`config.mk`:
```
export PLATFORM = sky130hd
export DESIGN_NAME = irq_vec_arbiter
export DESIGN_NICKNAME = d
export VERILOG_FILES = /design/src/rtl/irq_vec_arbiter_pkg.sv /design/src/rtl/ivarb_req_bank.sv /design/src/rtl/ivarb_prio_pick.sv /design/src/rtl/ivarb_vec_fsm.sv /design/src/rtl/irq_vec_arbiter.sv
export SDC_FILE = /design/constraint.sdc
export NUM_CORES = 1
export LEC_CHECK = 0
export ABC_AREA = 0
export BUFFER_PORTS_ARGS = -buffer_cell sky130_fd_sc_hd__buf_2
export CAP_MARGIN = 20
export CORE_UTILIZATION = 47
export CTS_CLUSTER_SIZE = 10
export DETAILED_ROUTE_END_ITERATION = 16
export PLACE_DENSITY = 0.77
export SETUP_SLACK_MARGIN = 0.3
export SLEW_MARGIN = 20
export SYNTH_ARGS = -nofsm -noshare
export SYNTH_HDL_FRONTEND = slang
export SYNTH_SLANG_ARGS = --single-unit
```
`constraint.sdc`:
```
create_clock -name clk -period 3.1 [get_ports clk]
set_clock_uncertainty 0.2 [all_clocks]
set_input_delay 0.775 -clock clk [delete_from_list [all_inputs] [get_ports clk]]
set_output_delay 0.775 -clock clk [all_outputs]
set_load 0.02 [all_outputs]
```
`src/rtl/irq_vec_arbiter_pkg.sv`:
```
package irq_vec_arbiter_pkg;

    typedef enum logic [1:0] {
        ST_IDLE            = 2'd0,
        ST_RX_SHOW         = 2'd1,
        ST_TX_SHOW         = 2'd2,
        ST_RX_SHOW_TX_WAIT = 2'd3
    } arb_state_t;

endpackage

```
`src/rtl/ivarb_req_bank.sv`:
```
module ivarb_req_bank #(
    parameter int NUM_LINES = 16,
    parameter int ACT_W     = $clog2(NUM_LINES + 1)
) (
    input  logic                 clk,
    input  logic                 rst_n,
    input  logic [ACT_W-1:0]     active_lines,
    input  logic [NUM_LINES-1:0] set_i,
    input  logic [NUM_LINES-1:0] clr_i,
    input  logic [NUM_LINES-1:0] grant_i,
    input  logic                 take_i,
    output logic [NUM_LINES-1:0] live_o,
    output logic                 irq_o
);

    logic [NUM_LINES-1:0] pend_q;
    logic [NUM_LINES-1:0] enable_mask;

    for (genvar i = 0; i < NUM_LINES; i++) begin : g_line
        logic drop;
        assign enable_mask[i] = (ACT_W'(i) < active_lines);
        assign drop           = clr_i[i] | (grant_i[i] & take_i);

        always_ff @(posedge clk or negedge rst_n) begin
            if (!rst_n) begin
                pend_q[i] <= 1'b0;
            end else if (set_i[i]) begin
                pend_q[i] <= 1'b1;
            end else if (drop) begin
                pend_q[i] <= 1'b0;
            end
        end
    end

    assign live_o = pend_q & enable_mask;
    assign irq_o  = |live_o;


    set_wins_chk: assert property (@(posedge clk) disable iff (!rst_n)
        (|set_i) |=> ((pend_q & $past(set_i)) == $past(set_i)));


    take_clears_chk: assert property (@(posedge clk) disable iff (!rst_n)
        (take_i && ((grant_i & set_i) == '0)) |=> ((pend_q & $past(grant_i)) == '0));

endmodule

```
`src/rtl/ivarb_prio_pick.sv`:
```
module ivarb_prio_pick #(
    parameter int NUM_LINES = 16,
    parameter int LINE_W    = (NUM_LINES > 1) ? $clog2(NUM_LINES) : 1
) (
    input  logic [NUM_LINES-1:0] req_i,
    output logic [NUM_LINES-1:0] grant_o,
    output logic [LINE_W-1:0]    line_o,
    output logic                 found_o
);

    always_comb begin
        grant_o = '0;
        line_o  = '0;
        found_o = 1'b0;
        for (int i = NUM_LINES - 1; i >= 0; i--) begin
            if (req_i[i]) begin
                grant_o    = '0;
                grant_o[i] = 1'b1;
                line_o     = LINE_W'(i);
                found_o    = 1'b1;
            end
        end
    end

endmodule

```
`src/rtl/ivarb_vec_fsm.sv`:
```
module ivarb_vec_fsm
    import irq_vec_arbiter_pkg::*;
#(
    parameter int LINE_W = 4,
    parameter int VEC_W  = 9
) (
    input  logic              clk,
    input  logic              rst_n,
    input  logic [VEC_W-1:0]  vec_base,
    input  logic              rx_ack_i,
    input  logic              tx_ack_i,
    input  logic              rx_found_i,
    input  logic [LINE_W-1:0] rx_line_i,
    input  logic              tx_found_i,
    input  logic [LINE_W-1:0] tx_line_i,
    output logic              rx_take_o,
    output logic              tx_take_o,
    output logic [VEC_W-1:0]  vec_out_o,
    output logic              vec_valid_o,
    output logic              vec_is_tx_o
);

    localparam int SPACE_SH = 3;

    arb_state_t state_q, state_d;
    logic [VEC_W-1:0] rx_vec, tx_vec, vec_q;

    assign rx_vec = rx_found_i ? (vec_base + VEC_W'({rx_line_i, 3'b000})) : '0;
    assign tx_vec = tx_found_i ? (vec_base + VEC_W'({tx_line_i, 3'b100})) : '0;

    always_comb begin
        state_d   = ST_IDLE;
        rx_take_o = 1'b0;
        tx_take_o = 1'b0;
        unique case (state_q)
            ST_RX_SHOW_TX_WAIT: begin
                state_d   = ST_TX_SHOW;
                tx_take_o = 1'b1;
            end
            ST_IDLE, ST_RX_SHOW, ST_TX_SHOW: begin
                if (rx_ack_i && tx_ack_i) begin
                    state_d   = ST_RX_SHOW_TX_WAIT;
                    rx_take_o = 1'b1;
                end else if (rx_ack_i) begin
                    state_d   = ST_RX_SHOW;
                    rx_take_o = 1'b1;
                end else if (tx_ack_i) begin
                    state_d   = ST_TX_SHOW;
                    tx_take_o = 1'b1;
                end else begin
                    state_d = ST_IDLE;
                end
            end
            default: state_d = ST_IDLE;
        endcase
    end

    always_ff @(posedge clk or negedge rst_n) begin
        if (!rst_n) begin
            state_q <= ST_IDLE;
        end else begin
            state_q <= state_d;
        end
    end

    always_ff @(posedge clk or negedge rst_n) begin
        if (!rst_n) begin
            vec_q <= '0;
        end else if (rx_take_o) begin
            vec_q <= rx_vec;
        end else if (tx_take_o) begin
            vec_q <= tx_vec;
        end
    end

    always_comb begin
        vec_out_o   = '0;
        vec_valid_o = 1'b0;
        vec_is_tx_o = 1'b0;
        unique case (state_q)
            ST_IDLE: ;
            ST_RX_SHOW, ST_RX_SHOW_TX_WAIT: begin
                vec_out_o   = vec_q;
                vec_valid_o = 1'b1;
            end
            ST_TX_SHOW: begin
                vec_out_o   = vec_q;
                vec_valid_o = 1'b1;
                vec_is_tx_o = 1'b1;
            end
            default: ;
        endcase
    end


    queue_serve_chk: assert property (@(posedge clk) disable iff (!rst_n)
        (state_q == ST_RX_SHOW_TX_WAIT) |=> (state_q == ST_TX_SHOW));


    ack_valid_chk: assert property (@(posedge clk) disable iff (!rst_n)
        ((rx_ack_i || tx_ack_i) && state_q != ST_RX_SHOW_TX_WAIT) |=> vec_valid_o);


    empty_zero_chk: assert property (@(posedge clk) disable iff (!rst_n)
        (rx_ack_i && !rx_found_i && state_q != ST_RX_SHOW_TX_WAIT) |=> (vec_out_o == '0));


    tx_offset_chk: assert property (@(posedge clk) disable iff (!rst_n)
        (tx_ack_i && !rx_ack_i && tx_found_i && state_q != ST_RX_SHOW_TX_WAIT)
        |=> (vec_out_o[SPACE_SH-1:0] == $past(vec_base[SPACE_SH-1:0]) + 3'd4));

endmodule

```
`src/rtl/irq_vec_arbiter.sv`:
```
module irq_vec_arbiter #(
    parameter int NUM_LINES = 16,
    parameter int VEC_W     = 9,
    parameter int ACT_W     = $clog2(NUM_LINES + 1)
) (
    input  logic                 clk,
    input  logic                 rst_n,
    input  logic [VEC_W-1:0]     vec_base,
    input  logic [ACT_W-1:0]     active_lines,
    input  logic [NUM_LINES-1:0] rx_set,
    input  logic [NUM_LINES-1:0] rx_clr,
    input  logic [NUM_LINES-1:0] tx_set,
    input  logic [NUM_LINES-1:0] tx_clr,
    input  logic                 rx_ack,
    input  logic                 tx_ack,
    output logic                 rx_irq,
    output logic                 tx_irq,
    output logic [VEC_W-1:0]     vec_out,
    output logic                 vec_valid,
    output logic                 vec_is_tx
);

    localparam int LINE_W = (NUM_LINES > 1) ? $clog2(NUM_LINES) : 1;

    logic [NUM_LINES-1:0] rx_live, tx_live, rx_grant, tx_grant;
    logic [LINE_W-1:0]    rx_line, tx_line;
    logic                 rx_found, tx_found, rx_take, tx_take;

    ivarb_req_bank #(.NUM_LINES(NUM_LINES), .ACT_W(ACT_W)) u_rx_bank (
        .clk(clk), .rst_n(rst_n), .active_lines(active_lines),
        .set_i(rx_set), .clr_i(rx_clr), .grant_i(rx_grant), .take_i(rx_take),
        .live_o(rx_live), .irq_o(rx_irq)
    );

    ivarb_req_bank #(.NUM_LINES(NUM_LINES), .ACT_W(ACT_W)) u_tx_bank (
        .clk(clk), .rst_n(rst_n), .active_lines(active_lines),
        .set_i(tx_set), .clr_i(tx_clr), .grant_i(tx_grant), .take_i(tx_take),
        .live_o(tx_live), .irq_o(tx_irq)
    );

    ivarb_prio_pick #(.NUM_LINES(NUM_LINES), .LINE_W(LINE_W)) u_rx_pick (
        .req_i(rx_live), .grant_o(rx_grant), .line_o(rx_line), .found_o(rx_found)
    );

    ivarb_prio_pick #(.NUM_LINES(NUM_LINES), .LINE_W(LINE_W)) u_tx_pick (
        .req_i(tx_live), .grant_o(tx_grant), .line_o(tx_line), .found_o(tx_found)
    );

    ivarb_vec_fsm #(.LINE_W(LINE_W), .VEC_W(VEC_W)) u_fsm (
        .clk(clk), .rst_n(rst_n), .vec_base(vec_base),
        .rx_ack_i(rx_ack), .tx_ack_i(tx_ack),
        .rx_found_i(rx_found), .rx_line_i(rx_line),
        .tx_found_i(tx_found), .tx_line_i(tx_line),
        .rx_take_o(rx_take), .tx_take_o(tx_take),
        .vec_out_o(vec_out), .vec_valid_o(vec_valid), .vec_is_tx_o(vec_is_tx)
    );


    rx_mask_chk: assert property (@(posedge clk) disable iff (!rst_n)
        rx_found |-> (ACT_W'(rx_line) < active_lines));


    tx_mask_chk: assert property (@(posedge clk) disable iff (!rst_n)
        tx_found |-> (ACT_W'(tx_line) < active_lines));

endmodule

```
==> impl_metrics.env <==
export IMPL_worst_pin_slew_ns=0.985
export IMPL_grt_pass1_vias=3638
export IMPL_clk_latency_ns=0.29
export IMPL_dieHeight_um=83.4
export IMPL_power_leakage_uw=0.00242
export IMPL_grt_max_degree=44
export IMPL_rsz0062_at_grt="yes"
export IMPL_h_tree_depth=2
export IMPL_drc=0
export IMPL_dp_hpwl_mm=7.94
export IMPL_dr_first_iter_drc_count=226
export IMPL_die_w_um=83.4
export IMPL_period_share=1.14
export IMPL_ff2ff_setup_slack_ns=-0.03
export IMPL_met1_usage=0.366
export IMPL_seqCellArea_um2=1080
export IMPL_drive_gt1_frac=0.496
export IMPL_fp_coreArea_um2=6390
export IMPL_layout_nets=660
export IMPL_slew_headroom=0.343
export IMPL_gp_congestion=0.897
export IMPL_drt_total_wl_mm=10.4
export IMPL_cp_required_ns=3.08
export IMPL_setup_viol=8
export IMPL_use_met2=0.545
export IMPL_run_status="finished, violations left"
export IMPL_async_flop_share=1.00
export IMPL_die_area_um2=6950
export IMPL_whs_ns=0.292
export IMPL_cts_sinks=43
export IMPL_report_final_slew_viol_count=0
export IMPL_synth_top_flop_cell="dfrtp_1"
export IMPL_overflow=0
export IMPL_top_level_ports=95
export IMPL_synth_seq_cells=43
export IMPL_placed_cell_area_um2=4380
export IMPL_setup_slack_ns=-0.429
export IMPL_use_met3=0.0348
export IMPL_syn_inst=368
export IMPL_gr_max_usage_layer="met2"
export IMPL_max_freq_ghz=0.283
export IMPL_diodes=0
export IMPL_multi_input_area_um2=2090
export IMPL_drt_pass1_iterations=4
export IMPL_cts_tree="yes"
export IMPL_cts_made_buffers=5
export IMPL_cts_root_buf="clkbuf_8"
export IMPL_syn_avg_cell_area_um2=8.46
export IMPL_grt_pass1_wl_mm=16.6
export IMPL_synth_edf_count=0
export IMPL_yosysUniqueCellTypes=65
export IMPL_post_drt_wl_per_cell_um=16.1
export IMPL_clkTransAtPathRegs_ns=0.08
export IMPL_antenna_left=0
export IMPL_grt_usage=0.296
export IMPL_fillers=467
export IMPL_synth_largest_area_cell="dfrtp_1"
export IMPL_violations="setup timing"
export IMPL_fin_crit_ns=3.53
export IMPL_antenna_found_initial=0
export IMPL_drv_cap=0
export IMPL_initial_core_util=0.487
export IMPL_netlist_area_leader_share=0.346
export IMPL_crit_arrival_ns=3.51
export IMPL_cp_max_fo=3
export IMPL_yosys_warnings=0
export IMPL_place_port_buffers=94
export IMPL_finalHoldViolCount=0
export IMPL_syn2layout_area_growth_pct=58.3
export IMPL_via_per_inst=5.56
export IMPL_irDropWorstVdd_mv=0.344
export IMPL_postLayoutCoreUtil=0.771
export IMPL_vias=3590
export IMPL_final_area_um2=4920
export IMPL_crit_path_start_kind="input pin"
export IMPL_ys_top_cells_by_area="dfrtp_1 35%, a31o_2 5.3%, inv_1 5.1%"
export IMPL_cp_end_kind="flop"
export IMPL_seq_area_frac_synth=0.346
export IMPL_path_class="input pin to flop"
export IMPL_p_per_area_nw_per_um2=326
export IMPL_hp_class="flop to flop"
export IMPL_cts_buffer_depth=2
export IMPL_synth_nets=460
export IMPL_row_count=29
export IMPL_synthesis_area_um2=3110
==> cell usage after synthesis (4+ instances only) <==
library cell and n:
nand2_1 39, o311ai_0 5, o21ai_0 21, nand3_1 14, ha_1 8, a31o_2 19, inv_1 42, nand3b_1 4
nor2_1 28, nor3_1 5, a21oi_1 21, a21o_1 6, dfrtp_1 43, nand2b_1 6, xnor2_1 4, nand4_1 6
a221o_1 4, clkbuf_1 6, nor2b_1 14, xor2_1 4, a22o_1 4
==> layout by cell type (no fill, tap or decap), types with 6 or more instances in the layout <==
master / instances
ha_1: 8
inv_1: 42
dfrtp_1: 43
o21ai_0: 13
nand2b_1: 6
nor2_1: 23
nor2b_1: 13
nand2_1: 35
buf_2: 87
buf_4: 94
o21ai_1: 7
nand3_1: 7
nand4_1: 6
a31o_2: 18
buf_6: 21
a21oi_1: 18
a21o_1: 6
==> kinds of logic (layout without fill, tap and decap cells) <==
family                   count (synthesis)  count (layout)  share of synthesized area
flip-flops                              43              43                      0.346
AO/OA/AOI/OAI                          121             121                      0.296
XOR/XNOR                                 8               8                     0.0225
adder cells (fa/ha/maj)                 10              10                     0.0450
buffers and inverters                   54             255                     0.0724
AND/OR/NAND/NOR                        132             132                      0.218
==> what timing repair did <==
item                       4_1_cts  5_1_grt
setup buffers                   12        6
resized for setup               44       37
hold buffers                     0        0
setup endpoints to repair       31       28
pin swaps                       19       18
cloned                           0        0
==> through the flow <==
stage	TNS [ns]	total power, uW	worst slack (ns)	cells
final	-2.28	1610	-0.429	646
after floorplan	-2.40	933	-0.554	368
after detailed placement	-7.31	1190	-0.734	620
after global placement	-6.72	1180	-0.608	620
after CTS	-1.87	1580	-0.391	640
after global routing	-3.59	1690	-0.603	646
==> per-layer routing <==
| layer | wire [um] | up-vias | part of all wire |
|---|---|---|---|
| met1 | 4470 | 1713 | 0.43 |
| met3 | 425 | 17 | 0.041 |
| met5 | 0 | - | 0 |
| met4 | 170 | 0 | 0.016 |
| li1 | - | 1738 | - |
| met2 | 5320 | 122 | 0.51 |
==> cell type report <==
class / instances / area share
timing repair buffer: 205 / 0.289
inverter: 42 / 0.0320
multi-input combinational: 271 / 0.425
clock inverter: 1 / 0.00102
sequential: 43 / 0.218
tap: 77 / 0.0196
clock buffer: 7 / 0.0155
==> report_power, final <==
| part | switching (uW) | internal, uW |
|---|---|---|
| registers | 44.9 | 610 |
| logic | 296 | 303 |
| clock network | 194 | 159 |
==> final timing paths <==
kind | start | end | cells past startpoint
worst max-delay path | active_lines[0] | u_fsm.vec_q[7]$_DFFE_PN0P_ | 14
worst max register to register | u_tx_bank.pend_q[14]$_DFFE_PN0P_ | u_fsm.vec_q[7]$_DFFE_PN0P_ | 13
worst min-delay path | u_fsm.vec_q[5]$_DFFE_PN0P_ | u_fsm.vec_q[5]$_DFFE_PN0P_ | 2
worst min register to register | u_fsm.vec_q[5]$_DFFE_PN0P_ | u_fsm.vec_q[5]$_DFFE_PN0P_ | 2
max in group asynchronous | rst_n | u_rx_bank.pend_q[14]$_DFFE_PN0P_ | 1
min in group asynchronous | rst_n | u_rx_bank.pend_q[0]$_DFFE_PN0P_ | 1
==> registers in the layout, indices dropped and copies added, names as in the netlist <==
| name | count |
|---|---|
| u_fsm.state_q | 2 |
| u_fsm.vec_q | 9 |
| u_rx_bank.pend_q | 16 |
| u_tx_bank.pend_q | 16 |
==> critical path, cell delays in order <==
cell and delay (ns):
buf_8 0.10, o31a_1 0.33, or2_4 0.25, a221oi_2 0.26, o21ai_1 0.10, a222oi_1 0.39
o21a_1 0.16, ha_1 0.23, a21oi_2 0.15, o211ai_1 0.12, a21oi_2 0.16, xor2_1 0.16
nor2_1 0.07, a221o_1 0.25
No activity file was read; power rests on OpenSTA's default activity.
